### config.mk
export PLATFORM = sky130hd
export DESIGN_NAME = map_init_seq
export DESIGN_NICKNAME = d
export VERILOG_FILES = /design/src/rtl/map_init_seq.sv
export SDC_FILE = /design/constraint.sdc
export NUM_CORES = 1
export LEC_CHECK = 0
export BUFFER_PORTS_ARGS = -buffer_cell sky130_fd_sc_hd__buf_2
export CELL_PAD_IN_SITES_DETAIL_PLACEMENT = 2
export CELL_PAD_IN_SITES_GLOBAL_PLACEMENT = 2
export CORE_UTILIZATION = 33
export CTS_CLUSTER_DIAMETER = 30
export DETAILED_ROUTE_END_ITERATION = 10
export PLACE_DENSITY_LB_ADDON = 0.12
export SETUP_SLACK_MARGIN = 0.02
export SYNTH_ARGS = -nofsm -noshare
export SYNTH_HDL_FRONTEND = slang
export SYNTH_SLANG_ARGS = --single-unit
### constraint.sdc
create_clock -name clk -period 3 [get_ports clk]
set_clock_uncertainty 0.1 [all_clocks]
set_input_delay 0.45 -clock clk [delete_from_list [all_inputs] [get_ports clk]]
set_output_delay 0.45 -clock clk [all_outputs]
set_load 0.1 [all_outputs]
### src/rtl/map_init_seq.sv
module map_init_seq #(
  parameter int PAGE_LOG  = 8,
  parameter int BANK_LOG  = 8,
  parameter int MUNCH_LOG = 4,
  parameter int PPM_BASE  = 256,
  parameter int RPN_W     = 16,
  parameter int BASE_W    = 12
) (
  input  logic                                 clk,
  input  logic                                 rst_n,
  input  logic                                 start,
  input  logic                                 warm,
  input  logic [3:0]                           mod_present,
  input  logic [1:0]                           chip_code,
  input  logic                                 map_large,
  input  logic                                 map_medium,
  input  logic                                 protect_top,
  input  logic [BASE_W-1:0]                    base_bank,
  input  logic                                 map_busy,
  output logic                                 map_we,
  output logic [10+BANK_LOG-1:0]               map_vpage,
  output logic [RPN_W+1:0]                     map_entry,
  output logic                                 mem_req,
  output logic                                 mem_zero,
  output logic [10+BANK_LOG+PAGE_LOG-1:0]      mem_addr,
  input  logic                                 mem_ack,
  output logic                                 done,
  output logic                                 nostore,
  output logic [10:0]                          vbanks,
  output logic [$clog2(PPM_BASE)+8:0]          real_pages
);
  localparam int VPN_W = 10 + BANK_LOG;
  localparam int PPM_W = $clog2(PPM_BASE) + 7;
  localparam int RPC_W = PPM_W + 2;
  localparam int MSTEP = PAGE_LOG - MUNCH_LOG;

  typedef enum logic [3:0] {
    S_IDLE, S_ONE, S_FL, S_VAC, S_MSEL, S_MAP, S_ZERO,
    S_ADV, S_PFL, S_PWR, S_WAIT, S_DONE
  } st_t;

  st_t st, ret;
  logic                 warm_q, prot_q;
  logic [3:0]           mask_q;
  logic [10:0]          vb_q;
  logic [PPM_W-1:0]     ppm_q, pc;
  logic [BASE_W-1:0]    base_q;
  logic [RPC_W-1:0]     total_q, rp;
  logic [VPN_W-1:0]     vp, vlast, vstart, pvp, vnext;
  logic [VPN_W:0]       vsize;
  logic [10:0]          bsel;
  logic [1:0]           mi;
  logic [PAGE_LOG-1:0]  wc, off;
  logic [MUNCH_LOG-1:0] mc;
  logic [RPN_W-1:0]     prot_rp;

  wire [10:0]      vb_in  = map_large ? 11'd1024 : (map_medium ? 11'd256 : 11'd64);
  wire [PPM_W-1:0] ppm_in = PPM_W'(PPM_BASE) << {chip_code, 1'b0};
  wire [RPC_W-1:0] tot_in = RPC_W'($countones(mod_present)) * RPC_W'(ppm_in);

  assign vsize  = (VPN_W+1)'(vb_q) << BANK_LOG;
  assign vlast  = VPN_W'(vsize - (VPN_W+1)'(1));
  assign bsel   = 11'(base_q) & (vb_q - 11'd1);
  assign vstart = VPN_W'(bsel) << BANK_LOG;
  assign pvp    = vstart | VPN_W'((1 << BANK_LOG) - 1);
  assign vnext  = (vp == vlast) ? '0 : vp + VPN_W'(1);
  wire   st_end = (st == S_MSEL || st == S_ADV) && mi == 2'd3;
  wire   mod_last = (pc == ppm_q - PPM_W'(1));

  assign map_we    = (st == S_ONE || st == S_VAC || st == S_MAP || st == S_PWR) && !map_busy;
  assign map_vpage = (st == S_PWR) ? pvp : vp;
  always_comb begin
    case (st)
      S_ONE:   map_entry = {2'b00, RPN_W'(vp)};
      S_VAC:   map_entry = {2'b11, {RPN_W{1'b0}}};
      S_MAP:   map_entry = {2'b00, RPN_W'(rp)};
      S_PWR:   map_entry = {2'b01, prot_rp};
      default: map_entry = '0;
    endcase
  end

  assign mem_req  = (st == S_FL || st == S_ZERO || st == S_PFL);
  assign mem_zero = (st == S_ZERO);
  assign off      = (st == S_ZERO) ? wc : (PAGE_LOG'(mc) << MSTEP);
  assign mem_addr = {(st == S_PFL) ? pvp : vp, off};

  assign vbanks     = vb_q;
  assign real_pages = total_q;

  always_ff @(posedge clk) begin
    if (!rst_n) begin
      st <= S_IDLE;  ret <= S_IDLE;
      warm_q <= 1'b0; prot_q <= 1'b0; mask_q <= '0; vb_q <= '0;
      ppm_q <= '0; base_q <= '0; total_q <= '0;
      vp <= '0; rp <= '0; mi <= '0; pc <= '0; wc <= '0; mc <= '0;
      prot_rp <= '0; done <= 1'b0; nostore <= 1'b0;
    end else begin
      done <= 1'b0;
      case (st)
        S_IDLE: if (start) begin
          warm_q <= warm; prot_q <= protect_top; mask_q <= mod_present;
          vb_q <= vb_in; ppm_q <= ppm_in; base_q <= base_bank; total_q <= tot_in;
          vp <= '0; mc <= '0; prot_rp <= '0;
          nostore <= (mod_present == 4'd0);
          if (mod_present != 4'd0) st <= warm ? S_FL : S_ONE;
        end
        S_ONE: if (map_we) begin
          ret <= (vp == vlast) ? S_FL : S_ONE;
          vp  <= vnext;
          st  <= S_WAIT;
        end
        S_FL: if (mem_ack) begin
          mc <= mc + MUNCH_LOG'(1);
          if (&mc) st <= S_VAC;
        end
        S_VAC: if (map_we) begin
          st <= S_WAIT;
          if (vp == vlast) begin
            ret <= S_MSEL; vp <= vstart; rp <= '0; mi <= '0;
          end else begin
            ret <= S_FL; vp <= vnext;
          end
        end
        S_MSEL: begin
          pc <= '0;
          if (mask_q[mi]) st <= S_MAP;
          else begin
            rp <= rp + RPC_W'(ppm_q);
            if (st_end) st <= prot_q ? S_PFL : S_DONE;
            else mi <= mi + 2'd1;
          end
        end
        S_MAP: if (map_we) begin
          if (vp == pvp) prot_rp <= RPN_W'(rp);
          wc  <= '0;
          ret <= warm_q ? S_ADV : S_ZERO;
          st  <= S_WAIT;
        end
        S_ZERO: if (mem_ack) begin
          wc <= wc + PAGE_LOG'(1);
          if (&wc) st <= S_ADV;
        end
        S_ADV: begin
          rp <= rp + RPC_W'(1);
          vp <= vnext;
          if (!mod_last) begin
            pc <= pc + PPM_W'(1); st <= S_MAP;
          end else if (st_end) st <= prot_q ? S_PFL : S_DONE;
          else begin
            mi <= mi + 2'd1; st <= S_MSEL;
          end
        end
        S_PFL: if (mem_ack) begin
          mc <= mc + MUNCH_LOG'(1);
          if (&mc) st <= S_PWR;
        end
        S_PWR: if (map_we) begin
          ret <= S_DONE; st <= S_WAIT;
        end
        S_WAIT: if (!map_busy) st <= ret;
        S_DONE: begin
          done <= 1'b1; st <= S_IDLE;
        end
        default: st <= S_IDLE;
      endcase
    end
  end

  p_no_write_busy_r10: assert property (@(posedge clk) disable iff (!rst_n)
    map_we |-> !map_busy);
  p_quiet_after_write_r10: assert property (@(posedge clk) disable iff (!rst_n)
    map_we |=> !map_we && !mem_req);
  p_req_held_r11: assert property (@(posedge clk) disable iff (!rst_n)
    mem_req && !mem_ack |=> mem_req && $stable(mem_addr) && $stable(mem_zero));
  p_done_single_r12: assert property (@(posedge clk) disable iff (!rst_n)
    done |=> !done);
  p_nostore_idle_r8: assert property (@(posedge clk) disable iff (!rst_n)
    nostore |-> !map_we && !mem_req && !done);
  p_total_steady_r2: assert property (@(posedge clk) disable iff (!rst_n)
    (st != S_IDLE) |=> $stable(real_pages));
endmodule

==> flow_summary.yaml <==
grt:
  grt_max_degree: 43
  first_global_vias: 8671
  overflow: 0
  grt_pass1_wl_mm: 48.4
  antenna_found_initial: 0
  track_usage_pct: 26.2
critical_path:
  worstSetupStartpointType: "flop"
  cp-end-kind: "output port"
  crit_fanout: 35
  crit_arrival_ns: 2.35
  crit_type: "flop to output port"
  cp.required_ns: 2.45
logic_synthesis:
  synth-xor-area-share_pct: 5.28
  yosys_warnings: 0
  synth_top_cell_area_share_pct: 31.9
  synthCells: 1017
  synth.avg_cell_area_um2: 7.46
  ys_async_sr_fraction_pct: 0
  synth_compound_area_share_pct: 18.1
  synth-seq-cells: 121
  synthSimpleGateAreaFrac_pct: 29.1
  synth_cell_type_count: 70
  synthAdderAreaFrac_pct: 4.06
  yosys.area.top_type: "dfxtp_1"
  synth_mux_area_share_pct: 5.51
  syn-cell-area_um2: 7590
  synth_top_family_by_area: "simple AND/OR/NAND/NOR gates"
  seq_area_frac_synth_pct: 31.9
  ys_top_cells_by_area: "dfxtp_1 32%, nand2_1 8.2%, a21oi_1 6.1%, nor2_1 5.0%, mux2i_1 4.6%"
  synth-main-ff-cell: "dfxtp_1"
  synth-edff-count: 0
floorplanning:
  std_cell_rows: 55
  io_pins: 122
  fp.dieH_um: 154
  core-area_um2: 22600
  start_util_pct: 33.6
  die_area_um2: 23600
  die_w_um: 154
detailed_routing:
  antenna_left: 0
  finalWirelength_mm: 30.3
  drt_iter0_markers: 370
  dr.pass1.iters: 5
  vias: 8029
  drc: 0
  via_per_inst: 5.63
  wl_per_cell_um: 21.2
clock_network:
  cts_made_buffers: 17
  clk_latency_ns: 0.43
  cts_tree: "done"
  post_cts_buffers: 0
  clk_pin_slew_ns: 0.06
  htreeDepth: 4
  hold_buffers: 0
  cts.sinks: 121
  cts_max_path_buffers: 2
  cts_root_buf: "clkbuf_16"
place:
  io_buffers: 103
  dp_hpwl_mm: 21.0
  place.gp.congestion: 0.796
  pre_cts_slack_ns: -0.0890
power:
  ir_worst_vdd_v: 0.000444
  power.leakage_nw: 4.09
  powerDensity_nw_per_um2: 682
layout:
  layout-drive-gt1-share_pct: 20.6
  n_antenna_cell: 0
  layout_commonest_cell: "nand2_1"
  nets: 1179
  layout_common_cells: "166 x nand2_1, 119 x dfxtp_1, 92 x a21oi_1"
  area_growth_pct: 35.5
  final_util_pct: 45.5
status:
  run_status: "complete, no violations"
timing:
  period_needed_ns: 2.90
  slew_headroom_pct: 46.7
  worst_pin_slew_ns: 0.800
  period_share_pct: 96.7
  hold_viol: 0
  max_clock_freq_ghz: 0.345
  setup_viol: 0
  fin_setup_tns_ns: 0
  fin_ws_ns: 0.100
  drv_slew: 0
  rsz0062_at_grt: "no"
flow_run:
  drv_cap: 0
min_path:
  hold_path_class: "input port to flop"
-- metrics by stage --
stage                     instances  hold slack [ns]  area (um2)  total power, mW
after global placement         1394            0.340        9640             4.73
after global routing           1426            0.164       10300             7.28
after floorplan                1032            0.333        7780             3.86
after detailed placement       1394            0.349        9640             4.79
after CTS                      1426            0.155       10300             7.05
final                          1426            0.171       10300             7.01
-- metal layers --
| metal | GRT usage, % | share of wire (%) |
|---|---|---|
| met4 | 7.67 | 1.4 |
| met5 | 0 | 0 |
| met3 | 4.74 | 3.6 |
| met1 | 32.7 | 44 |
| met2 | 45.8 | 51 |
-- final timing paths --
| kind | start | to | slack [ns] | depth (start not counted) |
|---|---|---|---|---|
| min reg2reg | real_pages[8] | real_pages[8] | 0.35 | 2 |
| max reg2reg | st[2] | rp[14] | 0.24 | 11 |
| max | st[3] | mem_addr[21] | 0.10 | 6 |
| min | base_bank[8] | base_q[8] | 0.17 | 3 |
-- synth_stat cells (all sizes together), types with 10 or more instances --
library cell and count:
and3 14, xor2 25, buf 29, nor2 101
ha 23, dfxtp 121, mux2i 35, nand2b 25
nand2 166, o21ai 48, and2 18, o211ai 10
nor3 21, a21oi 93, o21a 13, inv 21
nand4 14, xnor2 18, nand3 56, clkbuf 48
-- power by group --
group	internal, mW	leakage [nW]	switching (mW)
clock	1.39	0.297	0.815
combinational	0.881	2.82	2.10
sequential	1.72	0.980	0.108
-- registers in the layout, indices dropped and copies added (netlist names), 2 cells and up --
| signal | count |
|---|---|
| vbanks | 3 |
| st | 4 |
| pc | 15 |
| mask_q | 4 |
| mc | 4 |
| rp | 16 |
| mi | 2 |
| vp | 18 |
| base_q | 10 |
| ret | 4 |
| ppm_q | 4 |
| real_pages | 9 |
| prot_rp | 16 |
| wc | 8 |
-- kinds of logic (layout without fill, tap and decap cells) --
group,after synthesis,after routing
XOR/XNOR,44,44
flip-flops,121,121
multiplexers,40,40
other,1,16
AND/OR/NAND/NOR,463,463
buffers and inverters,99,208
AO/OA/AOI/OAI,225,225
adder cells (fa/ha/maj),24,24
-- worst max-delay path, stage by stage (launching register included) --
cell and delay (ns):
dfxtp_1 0.35, buf_6 0.35, nand2b_1 0.26, nor2_2 0.41, nand2_1 0.11, o21ai_0 0.20
buf_12 0.23
-- repair_timing --
action | 4_1_cts | 5_1_grt
endpoints found under the hold margin | 0 | 0
setup endpoints to repair | 6 | 11
gates cloned | 0 | 0
resized for setup | 2 | 1
-- final cells by class --
class	count	area [um2]
clock inverters	11	144
repair buffers	154	1880
well taps	285	357
fillers	2543	12300
clock buffers	21	480
multi-input cells	812	4910
inverters	22	82.6
flip-flops and latches	121	2420
No activity file was read; power rests on OpenSTA's default activity.
